==> config.mk <==
export PLATFORM = sky130hd
export DESIGN_NAME = ixu_core
export DESIGN_NICKNAME = d
export VERILOG_FILES = /design/src/rtl/ixu_pkg.sv /design/src/rtl/ixu_decode.sv /design/src/rtl/ixu_alu.sv /design/src/rtl/ixu_regfile.sv /design/src/rtl/ixu_core.sv
export SDC_FILE = /design/constraint.sdc
export NUM_CORES = 2
export LEC_CHECK = 0
export ABC_AREA = 1
export BUFFER_PORTS_ARGS = -buffer_cell sky130_fd_sc_hd__buf_2
export CAP_MARGIN = 20
export CELL_PAD_IN_SITES_DETAIL_PLACEMENT = 0
export CELL_PAD_IN_SITES_GLOBAL_PLACEMENT = 2
export CORE_MARGIN = 2
export CORE_UTILIZATION = 32
export DETAILED_ROUTE_END_ITERATION = 12
export PLACE_DENSITY_LB_ADDON = 0.1
export SLEW_MARGIN = 40
export SYNTH_ARGS = -nofsm -noshare
export SYNTH_HDL_FRONTEND = slang
export SYNTH_SLANG_ARGS = --single-unit
==> constraint.sdc <==
create_clock -name clk -period 4.65 [get_ports clk]
set_input_delay 0.6975 -clock clk [delete_from_list [all_inputs] [get_ports clk]]
set_output_delay 0.6975 -clock clk [all_outputs]
set_load 0.005 [all_outputs]
==> src/rtl/ixu_pkg.sv <==
package ixu_pkg;
  localparam int INSTR_W = 32;
  localparam int FLD_W   = 5;
  localparam int IMM_W   = 16;

  localparam logic [5:0] OPC_REG  = 6'd0;
  localparam logic [5:0] OPC_ADDI = 6'd8;
  localparam logic [5:0] OPC_SLTI = 6'd10;
  localparam logic [5:0] OPC_ANDI = 6'd12;
  localparam logic [5:0] OPC_ORI  = 6'd13;
  localparam logic [5:0] OPC_LUI  = 6'd15;

  localparam logic [5:0] FN_ADD = 6'd32;
  localparam logic [5:0] FN_SUB = 6'd34;
  localparam logic [5:0] FN_SLT = 6'd42;

  typedef enum logic [2:0] {
    K_ADD, K_SUB, K_SLT, K_AND, K_OR, K_LUI
  } alu_kind_e;

  typedef enum logic [1:0] {
    SRC_REG, SRC_SEXT, SRC_ZEXT
  } bsrc_e;

  typedef struct packed {
    logic              legal;
    alu_kind_e         kind;
    bsrc_e             bsrc;
    logic [FLD_W-1:0]  ra;
    logic [FLD_W-1:0]  rb;
    logic [FLD_W-1:0]  dst;
    logic [IMM_W-1:0]  imm;
  } dec_t;
endpackage

==> src/rtl/ixu_decode.sv <==
module ixu_decode
  import ixu_pkg::*;
(
  input  logic [INSTR_W-1:0] word,
  output dec_t               dec
);
  logic [5:0] opc;
  logic [5:0] fn;

  assign opc = word[31:26];
  assign fn  = word[5:0];

  always_comb begin
    dec       = '0;
    dec.ra    = word[25:21];
    dec.rb    = word[20:16];
    dec.imm   = word[15:0];
    dec.dst   = word[20:16];
    dec.kind  = K_ADD;
    dec.bsrc  = SRC_SEXT;
    dec.legal = 1'b1;
    unique case (opc)
      OPC_REG: begin
        dec.dst  = word[15:11];
        dec.bsrc = SRC_REG;
        unique case (fn)
          FN_ADD:  dec.kind = K_ADD;
          FN_SUB:  dec.kind = K_SUB;
          FN_SLT:  dec.kind = K_SLT;
          default: dec.legal = 1'b0;
        endcase
      end
      OPC_ADDI: dec.kind = K_ADD;
      OPC_SLTI: dec.kind = K_SLT;
      OPC_ANDI: begin dec.kind = K_AND; dec.bsrc = SRC_ZEXT; end
      OPC_ORI:  begin dec.kind = K_OR;  dec.bsrc = SRC_ZEXT; end
      OPC_LUI:  begin dec.kind = K_LUI; dec.bsrc = SRC_ZEXT; end
      default:  dec.legal = 1'b0;
    endcase
  end
endmodule

==> src/rtl/ixu_alu.sv <==
module ixu_alu
  import ixu_pkg::*;
#(
  parameter int DATA_W = 32
) (
  input  alu_kind_e         kind,
  input  logic [DATA_W-1:0] a,
  input  logic [DATA_W-1:0] b,
  output logic [DATA_W-1:0] y
);
  localparam int UPPER_SH = DATA_W - IMM_W;

  always_comb begin
    unique case (kind)
      K_ADD:   y = a + b;
      K_SUB:   y = a - b;
      K_SLT:   y = ($signed(a) < $signed(b)) ? DATA_W'(1) : '0;
      K_AND:   y = a & b;
      K_OR:    y = a | b;
      K_LUI:   y = b << UPPER_SH;
      default: y = '0;
    endcase
  end
endmodule

==> src/rtl/ixu_regfile.sv <==
module ixu_regfile #(
  parameter int DATA_W = 32,
  parameter int DEPTH  = 32,
  parameter int RPORTS = 3,
  localparam int AW    = $clog2(DEPTH)
) (
  input  logic                          clk,
  input  logic                          rst_n,
  input  logic                          we,
  input  logic [AW-1:0]                 waddr,
  input  logic [DATA_W-1:0]             wdata,
  input  logic [RPORTS-1:0][AW-1:0]     raddr,
  output logic [RPORTS-1:0][DATA_W-1:0] rdata
);
  logic [DEPTH-1:0][DATA_W-1:0] regs;

  assign regs[0] = '0;

  for (genvar i = 1; i < DEPTH; i++) begin : g_reg
    always_ff @(posedge clk) begin
      if (!rst_n)
        regs[i] <= '0;
      else if (we && waddr == AW'(i))
        regs[i] <= wdata;
    end
  end

  for (genvar p = 0; p < RPORTS; p++) begin : g_rd
    assign rdata[p] = regs[raddr[p]];
  end
endmodule

==> src/rtl/ixu_core.sv <==
module ixu_core
  import ixu_pkg::*;
#(
  parameter int DATA_W = 32,
  parameter int DEPTH  = 32,
  localparam int AW    = $clog2(DEPTH)
) (
  input  logic               clk,
  input  logic               rst_n,
  input  logic               instr_valid,
  output logic               instr_ready,
  input  logic [INSTR_W-1:0] instr_word,
  output logic               illegal,
  input  logic [AW-1:0]      dbg_addr,
  output logic [DATA_W-1:0]  dbg_data
);
  localparam int RP = 3;

  dec_t                      dec;
  logic [RP-1:0][AW-1:0]     raddr;
  logic [RP-1:0][DATA_W-1:0] rdata;
  logic [DATA_W-1:0]         opb;
  logic [DATA_W-1:0]         result;
  logic                      ready_q;
  logic                      wr_en;

  always_ff @(posedge clk) begin
    if (!rst_n) ready_q <= 1'b0;
    else        ready_q <= 1'b1;
  end
  assign instr_ready = ready_q;

  ixu_decode u_dec (.word(instr_word), .dec(dec));

  assign raddr[0] = AW'(dec.ra);
  assign raddr[1] = AW'(dec.rb);
  assign raddr[2] = dbg_addr;

  always_comb begin
    unique case (dec.bsrc)
      SRC_REG:  opb = rdata[1];
      SRC_SEXT: opb = {{(DATA_W-IMM_W){dec.imm[IMM_W-1]}}, dec.imm};
      default:  opb = {{(DATA_W-IMM_W){1'b0}}, dec.imm};
    endcase
  end

  ixu_alu #(.DATA_W(DATA_W)) u_alu (
    .kind(dec.kind), .a(rdata[0]), .b(opb), .y(result)
  );

  assign illegal = instr_valid && !dec.legal;
  assign wr_en   = instr_valid && ready_q && dec.legal;

  ixu_regfile #(.DATA_W(DATA_W), .DEPTH(DEPTH), .RPORTS(RP)) u_rf (
    .clk(clk), .rst_n(rst_n), .we(wr_en), .waddr(AW'(dec.dst)),
    .wdata(result), .raddr(raddr), .rdata(rdata)
  );

  assign dbg_data = rdata[2];
endmodule

==> flow_summary.ini <==
[logic_synthesis]
synth_cell_type_count = 50
synth-edff-count = 0
netlist_top_cells_area = dfxtp_1 28%, o21ai_0 14%, nor2_1 13%
seq_area_frac_synth_pct = 28.36
syn_avg_cell_area_um2 = 5.926
ys_seq_elements = 993
netlist_area_um2 = 70100
synthDominantCellAreaShare_pct = 28.36
yosysWarnings = 0
synth_most_common_cell = nor2_1
synth_fp_nets = 11970
synthTopCellsByCount = 2,375 x nor2_1, 2,021 x o21ai_0, 1,524 x nand2_1
async_reset_ff_share_pct = 0
syn-instance-count = 11830
yosys.area.top_type = dfxtp_1
ys.flop_type = dfxtp_1

[run]
maxCapViolCount = 0

[sta]
finalHoldViolCount = 0
finalCritPeriodShare_pct = 98.21
layout_min_cycle_time_ns = 4.567
relSlewSlack_pct = 37.70
max_freq_ghz = 0.2190
rsz0062_at_grt = no
whs_ns = 0.3593
maxSlewViolCount = 0
worst_pin_slew_ns = 0.9346
setup_violations = 0
fin_skew_ns = 0.07312

[cts]
cts_buffer_depth = 3
cts_buffers = 135
cts_max_level = 4
hold_buffers = 0
cts-root-buf = clkbuf_16
clock_sinks = 993
insertion_delay_ns = 0.83
path_clk_slew_ns = 0.06
postCtsSetupBuffers = 0
tritoncts = yes

[grt]
grt_pass1_wl_um = 634200
grt_antenna_before_repair = 35
overflow = 0
grt_use_total_pct = 39.37
grt_max_degree = 188
grt_pass1_vias = 80210

[placement]
hpwl_um = 300200
port_buffers = 73
gp_congestion = 0.9436

[critical_path]
endpoint_kind = flop
critPathBufInv = 7
path_class = in -> reg
crit_fanout = 31
critPathSlowestCell = ha_2
cp_common_cell = nand2_1
worstPathArrival_ns = 5.25
reg2reg_slack_ns = 0.15
worstPathRequired_ns = 5.34
r2r-start = u_rf.regs[939]
crit_family = simple AND/OR/NAND/NOR gates
max_stage_delay_ns = 0.39
cp-start-kind = input pin
r2r-end = u_rf.regs[829]
ff2ff_path_depth = 24

[worst_hold_path]
hp-class = in -> reg
min_path_cells = 3
hold_path_startpoint = rst_n
whs_endpoint = u_rf.regs[182]

[cells_and_area]
register_area_um2 = 19880
multiInputGateArea_um2 = 42470
nets = 12100
drive_gt1_share_pct = 11.97
fin_util_pct = 39.27
n_fill_cell = 23410
syn_to_final_growth_pct = 21.76

[routing]
wirelength_um = 456500
first_pass_iters = 7
via_count = 88810
avgRoutedWirePerCell_um = 30.58
drc = 0
ant_nets = 0
initialDrtViolationCount = 12670
vias_per_cell = 5.949

[floorplanning]
die_width_um = 472.1
num_rows = 171
fp.dieH_um = 472.1
design.die.area_um2 = 222800
initial_core_util_pct = 32.25
coreArea_um2 = 217400
io_pins = 74

[power_and_ir_drop]
power.density_nw_per_um2 = 313.5
p_leak_nw = 35.22
ir_drop_mv = 0.4190

[outcome]
status = finished clean
state kept, by name, indices dropped and copies added, names as in the netlist:
name and flops:
instr_ready 1, u_rf.regs 992
worst register-to-register path, delay by kind of cell, from the launching register on:
kind                     cells  cell delay (ns)
AND/OR/NAND/NOR             15             2.06
buffers and inverters        4             0.87
AO/OA/AOI/OAI                4             0.72
adder cells (fa/ha/maj)      1             0.39
flip-flops                   1             0.33
final cells by class:
cell class / count / share of cell area [%]
clock buffer: 194 / 4.582
sequential: 993 / 23.29
tap: 2854 / 4.183
antenna: 12 / 0.03518
inverter: 974 / 4.394
timing repair buffer: 1091 / 13.14
clock inverter: 44 / 0.6230
multi-input combinational: 8766 / 49.76
metal layers:
layer / part of all wire (%) / up-vias / GRT usage (%) / wire length, um
met5: 0.013 / - / 0 / 58
met3: 9.1 / 1027 / 6.642 / 41360
li1: - / 39870 / - / -
met2: 43 / 5128 / 60.66 / 196500
met4: 5.8 / 8 / 19.93 / 26650
met1: 42 / 42780 / 52.75 / 191900
what timing repair did:
item | CTS | global route
cloned | 0 | 0
endpoints found under the hold margin | 0 | 0
gates resized for setup | 3 | 34
pin swaps | 0 | 1
setup endpoints to repair | 63 | 375
cell families (layout without fill, tap and decap cells):
| kind of cell | Yosys count | in the layout | synth area share [%] |
|---|---|---|---|
| xor gates and xnor gates | 16 | 16 | 0.1999 |
| DFF | 993 | 993 | 28.36 |
| AOI/OAI and AO/OA | 3880 | 3880 | 30.51 |
| buffers and inverters | 2072 | 2303 | 11.48 |
| adders and majority gates | 103 | 103 | 1.860 |
| other | 0 | 12 | 0 |
| and+or+nand+nor | 4767 | 4767 | 27.59 |
worst max path at each step:
stage,slack [ns],cells after the start,to,from
after floorplan,0.15,29,u_rf.regs[1012],instr_word[16]
after global placement,-1.29,23,u_rf.regs[703],instr_word[16]
after detailed placement,-0.96,23,u_rf.regs[799],instr_word[16]
after CTS,0.07,25,u_rf.regs[222],instr_word[16]
after global routing,0.002,29,u_rf.regs[797],instr_word[16]
final,0.08,27,u_rf.regs[829],instr_word[16]
metrics by stage:
stage	setup TNS, ns	power [mW]	instances	setup slack, ns	cell area, um2
final	0	26.76	14930	0.08345	85360
after global routing	0	27.52	14920	0.001609	85330
after CTS	0	26.66	14920	0.07365	85250
after detailed placement	-439.59	15.86	14680	-0.9622	80800
after global placement	-436.19	15.85	14680	-1.291	80740
after floorplan	0	11.94	11830	0.1539	70100
where the power goes:
group	internal [mW]	total [mW]	switching [mW]
Clock	6.21	10.9	4.67
Combinational	2.31	7.35	5.04
Sequential	8.52	8.52	0.00815
Total	17.0	26.8	9.72
layout by cell type, fill, tap and decap left out, types with 8 or more instances in the layout:
| master | n |
|---|---|
| o31ai_1 | 28 |
| dfxtp_1 | 993 |
| a32o_1 | 8 |
| o21bai_1 | 8 |
| nor2_2 | 11 |
| clkinv_2 | 19 |
| o21ai_1 | 89 |
| xor2_1 | 16 |
| inv_4 | 9 |
| buf_12 | 244 |
| o311ai_0 | 42 |
| buf_2 | 60 |
| diode_2 | 12 |
| clkbuf_8 | 34 |
| inv_6 | 9 |
| inv_1 | 918 |
| nor2_1 | 2361 |
| o211ai_1 | 279 |
| clkbuf_1 | 29 |
| o21a_1 | 21 |
| a32oi_1 | 27 |
| ha_2 | 8 |
| ha_1 | 93 |
| o221ai_1 | 83 |
| nand2_1 | 1523 |
| inv_2 | 38 |
| a221oi_1 | 11 |
| a31oi_1 | 76 |
| clkbuf_16 | 136 |
| buf_4 | 772 |
| nor3_1 | 15 |
| nor2_4 | 34 |
| nand3_1 | 639 |
| nand4_1 | 162 |
| a211oi_1 | 85 |
| o21ai_0 | 2008 |
| a21oi_1 | 1032 |
| a22oi_1 | 8 |
| o22ai_1 | 43 |
Power figures use the tool's default switching activity.
